## src/rtl/rev_decoder_ot.sv

```systemverilog
module rev_decoder_ot #(
  parameter int NCELL = 3
) (
  input  logic [1:0]         sel,
  input  logic [NCELL-1:0]   seed,
  input  logic               e,
  input  logic [3*NCELL-1:0] fault,
  output logic [3:0]         dec,
  output logic [2*NCELL-1:0] par,
  output logic               err
);
  localparam int NFAULT = 3 * NCELL;

  logic a_s, b_s;
  logic [NCELL-1:0] c_ctl, c_b, c_c;
  logic [NFAULT-1:0] g_out, u_out;

  assign a_s = sel[1];
  assign b_s = sel[0];

  assign c_ctl = {b_s, b_s, a_s};
  assign c_b   = {~a_s, a_s, 1'b1};
  assign c_c   = {1'b0, 1'b0, 1'b0};

  for (genvar k = 0; k < NCELL; k++) begin : g_cell
    logic pin;
    assign g_out[3*k]   = c_ctl[k];
    assign g_out[3*k+1] = (~c_ctl[k] & c_b[k]) | (c_ctl[k] & c_c[k]);
    assign g_out[3*k+2] = (~c_ctl[k] & c_c[k]) | (c_ctl[k] & c_b[k]);
    assign u_out[3*k +: 3] = g_out[3*k +: 3] ^ fault[3*k +: 3];
    assign pin = c_ctl[k] ^ c_b[k] ^ c_c[k];
    assign par[2*k]   = seed[k] ^ pin;
    assign par[2*k+1] = seed[k] ^ (^u_out[3*k +: 3]);
  end

  assign dec = {u_out[5], u_out[4], u_out[8], u_out[7]};
  assign err = e ^ (^par);
endmodule

```

## config.mk

```make
export PLATFORM = sky130hd
export DESIGN_NAME = rev_decoder_ot
export DESIGN_NICKNAME = d
export VERILOG_FILES = /design/src/rtl/rev_decoder_ot.sv
export SDC_FILE = /design/constraint.sdc
export NUM_CORES = 1
export LEC_CHECK = 0
export BUFFER_PORTS_ARGS = -buffer_cell sky130_fd_sc_hd__buf_2
export CORE_MARGIN = 2
export CORE_UTILIZATION = 23
export DETAILED_ROUTE_END_ITERATION = 10
export PLACE_DENSITY = 0.6
export SYNTH_ARGS = -nofsm -noshare
export SYNTH_HDL_FRONTEND = slang
export SYNTH_SLANG_ARGS = --single-unit
```

## constraint.sdc

```tcl
create_clock -name vclk -period 2.1
set_clock_uncertainty 0.2 [all_clocks]
set_input_delay 0.105 -clock vclk [all_inputs]
set_output_delay 0.105 -clock vclk [all_outputs]
set_load 0.03 [all_outputs]
```

; After elaboration in Yosys (flattened, before gate mapping)
; Index checks and enable logic that the tools add are counted.
[word_totals]
regBits = 0
input_bits = 15
output_inout_bits = 11
wordCells = 22
[op_classes]
bitwise = 18
n_reduce_logical = 4
[op_table]
columns = cell, n
row1 = $reduce_xor 3->1, 3
row2 = $xor 1x1->1, 9
row3 = $xor 3x3->3, 3
row4 = $reduce_xor 6->1, 1
row5 = $and 1x1->1, 4
row6 = $not 1->1, 2

; Longest topological paths before layout
; Gate-level depths: netlist of run 1.
[logic_depth]
word_depth = 7
ltp_mapped = 5
ltp_nobuf = 5

; Least setup slack after synthesis of run 1
; No wires, ideal clock.
[synth_timing]
path_type = input to output
start = input port sel[0]
end = output port err
arrival_time_ns = 2.121
required_time_ns = 1.795
path_slack_ns = -0.326
path_stages = 5
n_path_buf = 0
path_cell_list = inv_1 -> ha_1 -> xor2_1 -> xnor3_2 -> xnor3_1
[synth_via]
elab_chain_cells = 7
elab_cells_between_ends = 17
classes_between = 14 x bitwise / 3 x reduce/logical
[synth_lines]
columns = item, line_no
row1 = start: declaration, 4  ; input logic [1:0] sel,
row2 = $not 1->1, -
row3 = $and 1x1->1, 28  ; assign g_out[3*k+1] = (~c_ctl[k] & c_b[k]) | (c_ctl[k] & c_c[k]);
row4 = $xor 3x3->3, 30  ; assign u_out[3*k +: 3] = g_out[3*k +: 3] ^ fault[3*k +: 3];
row5 = named net dec[0], 8  ; output logic [3:0] dec,
row6 = $reduce_xor 3->1, 33  ; assign par[2*k+1] = seed[k] ^ (^u_out[3*k +: 3]);
row7 = $xor 1x1->1, 33
row8 = named net par[5], 9  ; output logic [2*NCELL-1:0] par,
row9 = $reduce_xor 6->1, 37  ; assign err = e ^ (^par);
row10 = $xor 1x1->1, 37
row11 = end: declaration, 10  ; output logic err
; The timed path passes the listed nets, and every way through them passes these cells.

; Worst setup path after layout of run 1
[layout_timing]
start = input port sel[0]
end = output port err
[layout_via]
elab_chain_cells = 7
elab_cells_between_ends = 17
classes_between = 14 x bitwise / 3 x reduce/logical
[layout_lines]
columns = item, line_no
row1 = $not 1->1, -
row2 = $and 1x1->1, 28
row3 = $xor 3x3->3, 30
row4 = $reduce_xor 3->1, 33
row5 = $xor 1x1->1, 33
row6 = $reduce_xor 6->1 *, 37
row7 = $xor 1x1->1 *, 37
; Mark *: on every way between the ends. The rest lies on a longest branch, timed or not.

==> impl_metrics.yaml, run 1 <==
routing:
  initial_detailed_routing_violation_count: 0
  vias: 257
  routed_length_per_instance_um: 9.22
  routed_via_density: 3.95
  routed_wirelength_um: 599
  antenna_violating_nets_post_route: 0
  first_pass_detailed_route_iteration_total: 1
  drcViolationCount: 0
die:
  die_width_um: 40.8
  rows: 13
  boundaryPins: 26
  die-height_um: 40.8
  initial_utilization_pct: 24.2
  die-area_um2: 1670
  core-area_um2: 1280
placement:
  numPortBuffers: 26
  place.detailed.hpwl_um: 580
  place_congestion: 0.620
  placed_cells_incl_taps: 65
worst_setup_path:
  critical_path_peak_fanout: 5
  worstSetupStartpointType: "input pin"
  crit_slowest_cell: "sky130_fd_sc_hd__xnor3_2"
  data_arrival_time_at_the_worst_slack_endpoint_ns: 1.70
  worstSetupEndpointType: "primary output"
  worst-setup-path-type: "input pin to primary output"
  worstPathRequired_ns: 1.79
  maximum_single_stage_delay_on_the_critical_path_ns: 0.45
  critical_path.cell_chain: "buf_2, inv_1, ha_1, xor2_2, xnor3_2, xnor3_2, buf_2"
layout:
  sequential_cell_total: 0
  n_antenna_cell: 0
  drive_gt1_share_pct: 64.0
  layout-area-overhead-vs-synth_pct: 60.2
  layout.core_utilization_pct: 38.9
  layout.area.seq_um2: 0
  finish.net_count: 71
  non_filler_cells_final: 65
  multi_input_area_um2: 335
  clock_buffer_count: 0
  filler_cell_count: 130
flow_run:
  count_of_maximum_capacitance_violations: 0
sta:
  timing_hold_violations_final: 0
  finalCriticalPeriod_ns: 2.01
  period_share_pct: 95.7
  hold-worst-slack_ns: 0.342
  measured_slew_at_the_worst_slew_check_pin_ns: 0.233
  slew_viol_final: 0
  maxSlewHeadroom_pct: 84.3
  setup_viol_count_final: 0
  setup_total_negative_slack_ns: 0
  rsz0062_at_grt: "false"
  maxClockFrequency_mhz: 498
power_and_ir_drop:
  power.internal_mw: 0.145
  share_comb_of_total_power_pct: 100.0
  switching_share_pct: 55.8
  cellPowerDensity_nw_per_um2: 655
  worst_ir_drop_vdd_uv: 334
  clkPwrFrac_pct: 0
  power.static_leakage_nw: 0.301
  pwr-share-seq_pct: 0
  power.total_mw: 0.327
  p_switching_mw: 0.182
logic_synthesis:
  syn-cell-area_um2: 312
  yosys_warnings: 0
  synth_cell_type_count: 7
  synth_top_cell_area_share_pct: 36.1
  ys_seq_area_share_pct: 0
  synth_common_cells: "sky130_fd_sc_hd__xnor2_1, sky130_fd_sc_hd__xnor3_1, sky130_fd_sc_hd__ha_1, sky130_fd_sc_hd__inv_1, sky130_fd_sc_hd__xor2_1"
  syn_nets: 43
  postSynthAreaPerCell_um2: 13.0
  synth_area_leader_cell: "sky130_fd_sc_hd__xnor3_1"
  syn-instance-count: 24
  post_synth_main_area_contributors: "sky130_fd_sc_hd__xnor3_1, sky130_fd_sc_hd__ha_1, sky130_fd_sc_hd__xnor3_2"
global_route:
  grt_antenna_before_repair: 0
  grt_max_degree: 6
  grt_use_total_pct: 7.92
  grt_first_pass_wirelength_um: 897
  grt_overflow: 0
  first_global_vias: 236
clock_network:
  post_cts_buffers: 0
  cts_repair_resize_count: 0
  postCtsHoldBufs: 0
run_status:
  status: "finished, final reports clean"
worst_hold_path:
  timing.hold.worst.class: "input pin to primary output"
## path summary, 6_finish.rpt
check	cells after the start	start	endpoint	slack, ns
min	3	fault[4]	dec[2]	0.34
max	7	sel[0]	err	0.09
## routing by layer
layer  vias up  wire length, um  GRT usage, %
met4         0                0             0
met3         0               60             0
met5         -                0             0
met2        16              310          16.8
met1       116              228          9.00
li1        125                -             -
## cells in the final DEF, fill, tap and decap left out
| cell | n |
|---|---|
| sky130_fd_sc_hd__inv_1 | 4 |
| sky130_fd_sc_hd__xor2_1 | 1 |
| sky130_fd_sc_hd__xor2_4 | 2 |
| sky130_fd_sc_hd__xnor2_1 | 5 |
| sky130_fd_sc_hd__xnor3_2 | 3 |
| sky130_fd_sc_hd__buf_2 | 26 |
| sky130_fd_sc_hd__ha_1 | 4 |
| sky130_fd_sc_hd__xnor3_1 | 4 |
| sky130_fd_sc_hd__xor2_2 | 1 |
## critical path: cells and delay by family
| family | cells | cell delay [ns] |
|---|---|---|
| xor+xnor | 3 | 0.98 |
| buf+inv | 3 | 0.39 |
| fa+ha+maj | 1 | 0.23 |
## logic make-up (layout without fill, tap and decap cells)
kind of cell | Yosys count | after routing | share of synthesized area (%)
xor gates and xnor gates | 16 | 16 | 79.1
adders and majority gates | 4 | 4 | 16.1
buffers and inverters | 4 | 30 | 4.82
## stage by stage
stage / worst slack [ns] / instance area, um^2
global route: 0.0222 / 499
CTS: 0.0841 / 499
floorplan: 0.0703 / 350
finish: 0.0905 / 499
global placement: 0.106 / 499
detailed placement: 0.0880 / 499
## power groups by stage
stage / Sequential [mW] / Clock [mW] / Combinational (mW)
after global routing: 0 / 0 / 0.344
after CTS: 0 / 0 / 0.331
after global placement: 0 / 0 / 0.330
after floorplan: 0 / 0 / 0.251
after detailed placement: 0 / 0 / 0.330
final: 0 / 0 / 0.327
## layout make-up
type / instances / area share (%)
tap: 15 / 3.76
multi-input combinational: 20 / 67.2
timing repair buffer: 26 / 26.1
inverter: 4 / 3.01
Power figures use the tool's default switching activity.
==> run 2, diff against run 1 <==
==> constraint.sdc (replaced) <==
create_clock -name vclk -period 2.1
set_clock_uncertainty 0.2 [all_clocks]
set_input_delay 0.42 -clock vclk [all_inputs]
set_output_delay 0.42 -clock vclk [all_outputs]
set_load 0.03 [all_outputs]
==> run 2 against run 1 <==
Sequential share of layout area did not move. Final area grew 49%. Global-route usage up 0.18 points. First-iteration DRC count up 3. Count of clock-buffer cells in the layout unchanged. The flow now finishes with violations (negative setup slack). Cell count rose by 20%. Die area stayed put. Critical path depth down 2.
==> impl_metrics.yaml, run 2 (synthesis gave the netlist of run 1 again) <==
layout:
  layout.core_utilization_pct: 58.0
  drive_gt1_share_pct: 84.1
  layout-area-overhead-vs-synth_pct: 139
  filler_cell_count: 106
  final_cell_area_um2: 746
  n_antenna_cell: 0
  layout_commonest_cell: "sky130_fd_sc_hd__buf_2"
  finish.net_count: 84
  final_cell_mix: "sky130_fd_sc_hd__buf_2, sky130_fd_sc_hd__buf_4, sky130_fd_sc_hd__buf_6"
  non_filler_cells_final: 78
  sequential_cell_total: 0
  layout.area.seq_um2: 0
  clock_buffer_count: 0
global_route:
  grtUsageMet2_pct: 19.9
  grt_use_met3_pct: 0
  grt_overflow: 0
  grt_use_total_pct: 8.10
  gr_peak_layer: "met2"
  grt_max_degree: 6
  grt_antenna_before_repair: 0
  grt_first_pass_wirelength_um: 931
  first_global_vias: 285
  groute.layer.met1.usage_pct: 6.89
die:
  die-height_um: 40.8
  initial_utilization_pct: 24.2
  rows: 13
  die_width_um: 40.8
  core-area_um2: 1280
  die-area_um2: 1670
  boundaryPins: 26
run_status:
  status: "complete, but fails checks"
  violations: "negative setup slack"
clock_network:
  postCtsHoldBufs: 0
power_and_ir_drop:
  p_switching_mw: 0.209
  switching_share_pct: 46.2
  worst_ir_drop_vdd_uv: 625
  power.static_leakage_nw: 0.388
  cellPowerDensity_nw_per_um2: 607
  share_comb_of_total_power_pct: 100.0
  clkPwrFrac_pct: 0
  power.internal_mw: 0.244
  pwr-share-seq_pct: 0
sta:
  setup_viol_count_final: 3
  rsz0062_at_grt: "true"
  timing_hold_violations_final: 0
  setup_total_negative_slack_ns: -0.588
  postLayoutSetupSlackWorst_ns: -0.338
  maxSlewHeadroom_pct: 86.6
  maxClockFrequency_mhz: 410
  measured_slew_at_the_worst_slew_check_pin_ns: 0.199
  finalCriticalPeriod_ns: 2.44
  slew_viol_final: 0
  period_share_pct: 116
worst_setup_path:
  worst-setup-path-type: "input pin to primary output"
  worstSetupEndpointType: "primary output"
  worstPathRequired_ns: 1.48
  worstSetupStartpointType: "input pin"
  critical_path.endpoint: "err"
  critical_path.startpoint: "fault[3]"
  data_arrival_time_at_the_worst_slack_endpoint_ns: 1.82
  critical_path_peak_fanout: 2
routing:
  vias: 296
  routed_wirelength_um: 694
  routed_via_density: 3.79
  initial_detailed_routing_violation_count: 3
  drcViolationCount: 0
  antenna_violating_nets_post_route: 0
  first_pass_detailed_route_iteration_total: 2
  routed_length_per_instance_um: 8.90
placement:
  placed_cells_incl_taps: 74
  area_of_placed_instances_um2: 636
  pre_cts_ws_ns: -0.489
  place_congestion: 0.660
  numPortBuffers: 26
  place.detailed.hpwl_um: 625
flow_run:
  count_of_maximum_capacitance_violations: 0
worst_hold_path:
  timing.hold.worst.class: "input pin to primary output"
-- run 2: what timing repair did --
item | in CTS | in global routing
gates resized for setup | 17 | 3
buffers inserted | 3 | 1
pin swaps | 4 | 1
endpoints found under the hold margin | 0 | 0
endpoints found under the setup margin | 3 | 3
cloned | 0 | 0
-- run 2: worst min path at each step --
stage | start | end | slack [ns] | cells past startpoint
3_5_place_dp | seed[0] | par[0] | 0.98 | 3
5_1_grt | seed[0] | par[0] | 1.00 | 3
2_1_floorplan | fault[7] | dec[0] | 0.74 | 1
4_1_cts | seed[0] | par[0] | 0.98 | 3
6_report | seed[0] | par[0] | 0.98 | 3
3_3_place_gp | seed[0] | par[0] | 0.98 | 3
-- run 2: metal layers --
| metal | routed length (um) | part of all wire [%] |
|---|---|---|
| met5 | 0 | 0 |
| met3 | 49 | 7.1 |
| met4 | 0 | 0 |
| met1 | 250 | 36 |
| met2 | 394 | 57 |
-- run 2: stage by stage --
| step | hold WS [ns] | total power, mW |
|---|---|---|
| 2_1_floorplan | 0.738 | 0.261 |
| 3_3_place_gp | 0.980 | 0.358 |
| 3_5_place_dp | 0.979 | 0.359 |
| 4_1_cts | 0.979 | 0.451 |
| 5_1_grt | 1.00 | 0.473 |
| 6_report | 0.976 | 0.453 |
-- run 2: critical path: stages --
cell                      delay, ns
sky130_fd_sc_hd__buf_6         0.09
sky130_fd_sc_hd__xnor3_1       0.35
sky130_fd_sc_hd__xnor3_2       0.44
sky130_fd_sc_hd__xnor3_2       0.38
sky130_fd_sc_hd__buf_6         0.15
-- run 2: area by class of cell --
cell class | instances | area [um^2] | area share [%]
repair buffers | 39 | 288 | 38.6
inverters | 4 | 35.0 | 4.70
well taps | 15 | 18.8 | 2.52
multi-input cells | 20 | 404 | 54.2
-- run 2: power by group through the flow --
| stage | Sequential [mW] | Combinational [mW] | Clock (mW) |
|---|---|---|---|
| after floorplan | 0 | 0.261 | 0 |
| after global placement | 0 | 0.358 | 0 |
| after detailed placement | 0 | 0.359 | 0 |
| after CTS | 0 | 0.451 | 0 |
| after global routing | 0 | 0.473 | 0 |
| final | 0 | 0.453 | 0 |
==> run 3, diff against run 2 <==
clock period = 2.9 ns   (was 2.1 ns; I/O delays follow)
==> run 3 against run 2 <==
Utilization decreased by 15 points. Combinational power decreased by 47%. Via count decreased by 16%. Final area decreased by 26%. Non-clock buffer count decreased by 10. The flow now finishes without violations. Sequential cell count unchanged. Critical path depth increased by 1. Largest cell class unchanged. Total power decreased by 47%.
==> impl_metrics.yaml, run 3 (synthesis gave the netlist of run 1 again) <==
power_and_ir_drop:
  switching_share_pct: 54.5
  worst_ir_drop_vdd_uv: 422
  cellPowerDensity_nw_per_um2: 437
  power.internal_mw: 0.110
  p_switching_mw: 0.132
  clkPwrFrac_pct: 0
  share_comb_of_total_power_pct: 100.0
  power.static_leakage_nw: 0.322
  pwr-share-seq_pct: 0
  power.total_mw: 0.242
routing:
  first_pass_detailed_route_iteration_total: 1
  routed_via_density: 3.66
  drcViolationCount: 0
  vias: 249
  wl_met2_um: 325
  met3_length_um: 50
  initial_detailed_routing_violation_count: 0
  max_layer_used: "met3"
  wirelength_met1_um: 253
  routed_wirelength_um: 629
  antenna_violating_nets_post_route: 0
  routed_length_per_instance_um: 9.25
layout:
  clock_buffer_count: 0
  n_antenna_cell: 0
  layout_commonest_cell: "sky130_fd_sc_hd__buf_2"
  sequential_cell_total: 0
  final_cell_mix: "sky130_fd_sc_hd__buf_2, sky130_fd_sc_hd__inv_1, sky130_fd_sc_hd__xnor2_1, sky130_fd_sc_hd__xnor3_1"
  filler_cell_count: 134
  final_cell_area_um2: 553
  layout-area-overhead-vs-synth_pct: 77.5
  layout.area.seq_um2: 0
  drive_gt1_share_pct: 69.8
  finish.net_count: 74
sta:
  finalCriticalPeriod_ns: 2.83
  hold-worst-slack_ns: 1.30
  setup_viol_count_final: 0
  slew_viol_final: 0
  maxClockFrequency_mhz: 353
  rsz0062_at_grt: "false"
  maxSlewHeadroom_pct: 85.5
  timing_hold_violations_final: 0
  period_share_pct: 97.7
  postLayoutSetupSlackWorst_ns: 0.0660
  measured_slew_at_the_worst_slew_check_pin_ns: 0.216
global_route:
  grt_use_total_pct: 7.46
  grt_max_degree: 5
  grt_overflow: 0
  grt_antenna_before_repair: 0
  first_global_vias: 203
  grt_first_pass_wirelength_um: 834
placement:
  place_congestion: 0.610
  numPortBuffers: 26
  area_of_placed_instances_um2: 533
  pre_cts_ws_ns: -0.0636
run_status:
  status: "finished, final reports clean"
worst_setup_path:
  worstPathRequired_ns: 2.12
  critical_path_peak_fanout: 4
  worstSetupStartpointType: "input pin"
  worst-setup-path-type: "input pin to primary output"
  worstSetupEndpointType: "primary output"
  critical_path.endpoint: "err"
  data_arrival_time_at_the_worst_slack_endpoint_ns: 2.05
  critical_path.startpoint: "sel[1]"
flow_run:
  count_of_maximum_capacitance_violations: 0
worst_hold_path:
  timing.hold.worst.class: "input pin to primary output"
clock_network:
  postCtsHoldBufs: 0
  post_cts_buffers: 0
die:
  rows: 13
  initial_utilization_pct: 24.2
  die-area_um2: 1670
  boundaryPins: 26
  core-area_um2: 1280
  die_width_um: 40.8
  die-height_um: 40.8
[run 3: changes by cell type in the layout (fill, tap and decap cells not counted), sizes merged]
cell	change
buf	-10
clkinvlp	-1
inv	+1
[run 3: critical path, stage by stage]
cell                      delay, ns
sky130_fd_sc_hd__buf_2         0.14
sky130_fd_sc_hd__ha_1          0.22
sky130_fd_sc_hd__xnor2_2       0.20
sky130_fd_sc_hd__xnor3_2       0.38
sky130_fd_sc_hd__xnor3_2       0.35
sky130_fd_sc_hd__buf_2         0.18
[run 3: timing repair]
action,4_1_cts,5_1_grt
endpoints found under the setup margin,1,1
pin swaps,1,0
gates resized for setup,2,1
[run 3: cell type report]
type | count | area, um^2 | share of cell area [%]
inverter | 4 | 15.0 | 2.71
multi-input combinational | 20 | 367 | 66.3
tap | 15 | 18.8 | 3.39
timing repair buffer | 29 | 153 | 27.6
[run 3: power by group through the flow]
stage | combinational, mW | clock [mW] | sequential (mW)
floorplan | 0.182 | 0 | 0
CTS | 0.243 | 0 | 0
global placement | 0.240 | 0 | 0
finish | 0.242 | 0 | 0
detailed placement | 0.239 | 0 | 0
global route | 0.255 | 0 | 0
[run 3: worst min-delay path by stage]
stage                        start  endpoint  slack [ns]  cells past startpoint
after global placement     seed[0]    par[0]        1.31                      3
after floorplan           fault[4]    dec[2]        1.05                      1
final                      seed[0]    par[0]        1.30                      3
after global routing       seed[0]    par[0]        1.32                      3
after detailed placement   seed[0]    par[0]        1.31                      3
after CTS                  seed[0]    par[0]        1.31                      3
[run 3: through the flow]
stage / cells / utilization, % / TNS [ns]
finish: 68 / 43.0 / 0
global route: 68 / 43.0 / 0
CTS: 68 / 42.5 / 0
detailed placement: 68 / 41.5 / -0.0636
global placement: 68 / 41.5 / -0.0446
floorplan: 24 / - / 0
[run 3: layer usage]
metal / track usage (%) / vias to the layer above
met1: 9.30 / 106
met2: 14.1 / 12
li1: - / 131
met5: 0 / -
met4: 0 / 0
met3: 1.09 / 0
